`src/rtl/lpt_pkg.sv`:
```
package lpt_pkg;

  // One select line per decoded register; at most one is high at a time.
  typedef struct packed {
    logic data;
    logic stat;
    logic ctrl;
  } lpt_sel_t;

endpackage

```
`src/rtl/lpt_decode.sv`:
```
module lpt_decode
  import lpt_pkg::*;
#(
  parameter int                ADDR_W    = 10,
  parameter logic [ADDR_W-1:0] BASE_ADDR = 10'h378
) (
  input  logic [ADDR_W-1:0] io_addr,
  input  logic              io_sel,
  output lpt_sel_t          sel_o
);

  localparam logic [ADDR_W-1:0] DATA_ADDR = BASE_ADDR;
  localparam logic [ADDR_W-1:0] STAT_ADDR = BASE_ADDR + ADDR_W'(1);
  localparam logic [ADDR_W-1:0] CTRL_ADDR = BASE_ADDR + ADDR_W'(2);

  // Full address compare: every address bit takes part, and only I/O cycles respond.
  always_comb begin
    sel_o.data = io_sel && (io_addr == DATA_ADDR);
    sel_o.stat = io_sel && (io_addr == STAT_ADDR);
    sel_o.ctrl = io_sel && (io_addr == CTRL_ADDR);
  end

endmodule

```
`src/rtl/lpt_sync.sv`:
```
module lpt_sync #(
  parameter int   STAGES  = 2,
  parameter logic RST_VAL = 1'b1
) (
  input  logic clk,
  input  logic rst,
  input  logic d,
  output logic q
);

  logic [STAGES-1:0] chain;

  generate
    if (STAGES == 1) begin : g_single
      always_ff @(posedge clk) begin
        if (rst) chain <= RST_VAL;
        else     chain <= d;
      end
    end else begin : g_multi
      always_ff @(posedge clk) begin
        if (rst) chain <= {STAGES{RST_VAL}};
        else     chain <= {chain[STAGES-2:0], d};
      end
    end
  endgenerate

  assign q = chain[STAGES-1];

endmodule

```
`src/rtl/lpt_regs.sv`:
```
module lpt_regs
  import lpt_pkg::*;
#(
  parameter int DATA_W     = 8,
  parameter int STROBE_BIT = 0,
  parameter int READY_BIT  = 7
) (
  input  logic              clk,
  input  logic              rst,
  input  lpt_sel_t          sel,
  input  logic              io_rd,
  input  logic              io_wr,
  input  logic [DATA_W-1:0] io_wdata,
  input  logic              busy_sync,
  output logic [DATA_W-1:0] io_rdata,
  output logic [DATA_W-1:0] prn_data,
  output logic              prn_strobe
);

  localparam logic [DATA_W-1:0] READY_MASK = {{(DATA_W-1){1'b0}}, 1'b1} << READY_BIT;

  logic [DATA_W-1:0] data_q;
  logic [DATA_W-1:0] ctrl_q;
  logic [DATA_W-1:0] rdata_q;
  logic [DATA_W-1:0] status_w;
  logic [DATA_W-1:0] rd_mux;

  // Status: only the ready bit is live; ready is the inverse of the synchronized busy.
  always_comb begin
    status_w            = '0;
    status_w[READY_BIT] = ~busy_sync;
  end

  always_comb begin
    rd_mux = '0;
    if (io_rd) begin
      if (sel.data) rd_mux = data_q;
      if (sel.stat) rd_mux = status_w;
      if (sel.ctrl) rd_mux = ctrl_q;
    end
  end

  always_ff @(posedge clk) begin
    if (rst) begin
      data_q  <= '0;
      ctrl_q  <= '0;
      rdata_q <= '0;
    end else begin
      if (io_wr && sel.data) data_q <= io_wdata;
      if (io_wr && sel.ctrl) ctrl_q <= io_wdata;
      rdata_q <= rd_mux;
    end
  end

  assign io_rdata   = rdata_q;
  assign prn_data   = data_q;
  assign prn_strobe = ctrl_q[STROBE_BIT];

  assert_data_latch_R1: assert property (@(posedge clk) disable iff (rst)
    (sel.data && io_wr) |=> (prn_data == $past(io_wdata)));

  assert_strobe_follow_R3: assert property (@(posedge clk) disable iff (rst)
    (sel.ctrl && io_wr) |=> (prn_strobe == $past(io_wdata[STROBE_BIT])));

  assert_status_pad_R4: assert property (@(posedge clk) disable iff (rst)
    (sel.stat && io_rd) |=> ((io_rdata & ~READY_MASK) == '0));

  assert_idle_rdata_R7: assert property (@(posedge clk) disable iff (rst)
    !((sel.data || sel.stat || sel.ctrl) && io_rd) |=> (io_rdata == '0));

endmodule

```
`src/rtl/lpt_port.sv`:
```
module lpt_port
  import lpt_pkg::*;
#(
  parameter int                ADDR_W      = 10,
  parameter int                DATA_W      = 8,
  parameter logic [ADDR_W-1:0] BASE_ADDR   = 10'h378,
  parameter int                SYNC_STAGES = 2,
  parameter int                STROBE_BIT  = 0,
  parameter int                READY_BIT   = 7
) (
  input  logic              clk,
  input  logic              rst,
  input  logic [ADDR_W-1:0] io_addr,
  input  logic              io_sel,
  input  logic              io_rd,
  input  logic              io_wr,
  input  logic [DATA_W-1:0] io_wdata,
  output logic [DATA_W-1:0] io_rdata,
  output logic [DATA_W-1:0] prn_data,
  output logic              prn_strobe,
  input  logic              prn_busy
);

  lpt_sel_t sel;
  logic     busy_sync;

  lpt_decode #(
    .ADDR_W   (ADDR_W),
    .BASE_ADDR(BASE_ADDR)
  ) u_decode (
    .io_addr(io_addr),
    .io_sel (io_sel),
    .sel_o  (sel)
  );

  lpt_sync #(
    .STAGES (SYNC_STAGES),
    .RST_VAL(1'b1)
  ) u_sync (
    .clk(clk),
    .rst(rst),
    .d  (prn_busy),
    .q  (busy_sync)
  );

  lpt_regs #(
    .DATA_W    (DATA_W),
    .STROBE_BIT(STROBE_BIT),
    .READY_BIT (READY_BIT)
  ) u_regs (
    .clk       (clk),
    .rst       (rst),
    .sel       (sel),
    .io_rd     (io_rd),
    .io_wr     (io_wr),
    .io_wdata  (io_wdata),
    .busy_sync (busy_sync),
    .io_rdata  (io_rdata),
    .prn_data  (prn_data),
    .prn_strobe(prn_strobe)
  );

  assert_one_reg_R7: assert property (@(posedge clk) disable iff (rst)
    $onehot0({sel.data, sel.stat, sel.ctrl}));

  assert_no_select_R6: assert property (@(posedge clk) disable iff (rst)
    !io_sel |=> ($stable(prn_data) && $stable(prn_strobe)));

endmodule

```
`config.mk`:
```
export PLATFORM = sky130hd
export DESIGN_NAME = lpt_port
export DESIGN_NICKNAME = d
export VERILOG_FILES = /design/src/rtl/lpt_pkg.sv /design/src/rtl/lpt_decode.sv /design/src/rtl/lpt_sync.sv /design/src/rtl/lpt_regs.sv /design/src/rtl/lpt_port.sv
export SDC_FILE = /design/constraint.sdc
export NUM_CORES = 1
export LEC_CHECK = 0
export BUFFER_PORTS_ARGS = -buffer_cell sky130_fd_sc_hd__buf_2
export CORE_AREA = 2 2 50 52
export CTS_BUF_LIST = sky130_fd_sc_hd__clkbuf_4
export DETAILED_ROUTE_END_ITERATION = 6
export DIE_AREA = 0 0 52 54
export GPL_TIMING_DRIVEN = 0
export PLACE_DENSITY_LB_ADDON = 0.1
export SLEW_MARGIN = 40
export SYNTH_ARGS = -nofsm -noshare
export SYNTH_HDL_FRONTEND = slang
export SYNTH_SLANG_ARGS = --single-unit
```
`constraint.sdc`:
```
create_clock -name clk -period 1.3 [get_ports clk]
set_input_delay 0.26 -clock clk [delete_from_list [all_inputs] [get_ports clk]]
set_output_delay 0.26 -clock clk [all_outputs]
set_load 0.02 [all_outputs]
```
==> results.md <==
- Pin count of the biggest net entering global routing: 15
- Min cycle time layout: 1127 ps
- Place WS: -73.95 ps
- Port bufs: 39
- Psw: 0.2684 mW
- Fraction of layout cells with a size suffix above 1: 34.03%
- Critical path type: reg -> out
- CTS buffer count: 3
- Worst vdd ir: 0.0006888 V
- Vias per cell: 4.902
- Initial antenna violation count: 0
- Setup Fix Bufs, Post-CTS: 0
- Die area: 0.002808 mm2
- Clock latency on the worst-skew pair: 320 ps
- Clk sinks: 26
- Setup violators final: 0
- Max Clock Freq: 887.2 MHz
- Tot Pwr: 1.236 mW
- Die width: 52 um
- Buf/Inv on CP: 1
- Clock power share: 27.2%
- Total GRT Usage: 17.88%
- Net switching share of the total power: 21.72%
- Top Family by Delay on Critical Path: flip-flops
- Worst Path Required: 1040 ps
- Internal power: 0.9674 mW
- Leak: 0.6413 nW
- Routed len/inst: 12.33 um
- Drt drc: 0
- CP Launch Type: flop
- First-pass DRT Iterations: 5
- Die height: 54 um
- Flop pwr share: 64.7%
- Reported max-cap violation count: 0
- Comb pwr share: 8.1%
- CTS Hold Buffers Added: 0
- Number of register bits inferred by synthesis: 26
- P&R area growth vs syn: 23.60%
- Avg Cell Area, Syn: 10.86 um2
- Cts repair resizes: 0
- TritonCTS clock tree: yes
- Post-synthesis instance total: 101
- Hold Vio Cnt, Final: 0
- Row count: 18
- Post-synthesis sequential area ratio: 47.43%
- # IOs: 41
- Unrepaired setup endpoints after global routing: no
- Syn nets: 125
- Vias post-DR: 853
- Arrival time at the worst endpoint: 870 ps
- Synth Cell Area: 0.001097 mm2
- Slew margin rel.: 72.37%
- First-pass GRT wire length: 3477 um
- Fillers: 220
- N_diodes: 0
- P per Cell Area: 911.2 mW/mm2
- Clk root buf: clkbuf_4
- Grt ovf: 0
- CTS Buffer Depth: 2
- CP Cell Sequence: buf_2
- Final setup margin: 172.9 ps
- Hold Crit Class: in -> reg
- Core Area: 0.002320 mm2
- Starting Density: 47.30%
- CP max-delay cell: dfxtp_1
- Drt initial violations: 3
- GPL Wtd Cong: 0.6778
- Clk pin slew, worst setup/hold paths: 130 ps
- Final period util: 86.70%
- Final wirelength: 2145 um
- Design area: 0.001356 mm2
- Layout Skew: 3.148 ps
- Status: complete, no violations
- Hold slack: 117.8 ps
- Max-slew violation count: 0
- Worst-margin pin slew: 414.5 ps
- Netlist cell types: 18
- DP Area: 0.001330 mm2
- Util after Layout: 58.47%
- Number of synthesis warnings: 0
- CTS H-tree depth: 1
- CP Capture Type: output pin
- CP max stage delay: 380 ps
- Final ANT Viol Nets: 0
- Nets: 169
- Crit-path max FO: 3
- Vias in the first global route: 775
-- cells in the final DEF (no fill, tap or decap), drive strengths merged, types with 2 or more instances in the layout --
| master | instances |
|---|---|
| buf | 41 |
| nand2b | 24 |
| clkbuf | 6 |
| and4b | 2 |
| dfxtp | 26 |
| mux2i | 23 |
| nor2 | 8 |
| nand4 | 3 |
| nor3b | 2 |
| or2 | 2 |
-- layer usage --
layer / global-route usage (%) / part of all wire, %
met1: 20.85 / 43
met2: 30.38 / 49
met3: 3.611 / 5.8
met4: 10.53 / 2.4
met5: 0 / 0
-- layout make-up --
type / count / area (um2) / area share [%]
clock inverter: 1 / 3.754 / 0.2768
tap: 30 / 37.54 / 2.768
multi-input combinational: 70 / 543.0 / 40.04
sequential: 26 / 520.5 / 38.38
clock buffer: 3 / 22.52 / 1.661
buffer: 5 / 33.78 / 2.491
timing repair buffer: 39 / 195.2 / 14.39
-- state kept, by name, summed over array words and instances, names as in the netlist --
register,flops
u_regs.ctrl_q,8
u_regs.io_rdata,8
u_regs.prn_data,8
u_sync.chain,2
-- cell usage after synthesis, drive strengths merged --
library cell  number  share of area, %
nor2b              1              0.57
a211o              1              0.91
dfxtp             26                47
nand2b            24                14
and3b              1              0.80
mux2i             23                21
a21oi              1              0.46
nor3b              2               1.8
or2                2               1.1
and4b              2               1.8
nand4              3               3.1
clkbuf             3               1.0
nor2               8               2.7
nand3b             1              0.68
buf                2               2.1
and4               1              0.80
-- power groups by stage --
stage / clock (mW) / sequential, mW / combinational [mW]
after global routing: 0.395 / 0.801 / 0.111
after CTS: 0.351 / 0.800 / 0.102
after global placement: 0 / 0.818 / 0.0986
final: 0.336 / 0.800 / 0.100
after detailed placement: 0 / 0.818 / 0.101
after floorplan: 0 / 0.818 / 0.0531
-- cells by family (layout without fill, tap and decap cells) --
logic type	Yosys count	after routing	synth area share (%)
DFF	26	26	47.43
and+or+nand+nor	45	45	27.14
muxes	23	23	20.98
buffers and inverters	5	48	3.078
AOI/OAI and AO/OA	2	2	1.368
-- worst paths after layout --
| path | from | endpoint | slack (ps) | depth (start not counted) |
|---|---|---|---|---|
| worst max-delay path | u_regs.prn_data[3] | prn_data[3] | 170 | 1 |
| worst min-delay path | prn_busy | u_sync.chain[0] | 120 | 2 |
| worst max register to register | u_regs.prn_data[7] | u_regs.io_rdata[7] | 390 | 3 |
| worst min register to register | u_sync.chain[0] | u_sync.chain[1] | 430 | 1 |
-- metrics by stage --
step | TNS, ps | std cells
final | 0 | 174
after floorplan | 0 | 101
after global placement | -1182 | 170
after detailed placement | -1147 | 170
after CTS | 0 | 174
after global routing | 0 | 174
No activity file was read; power rests on OpenSTA's default activity.
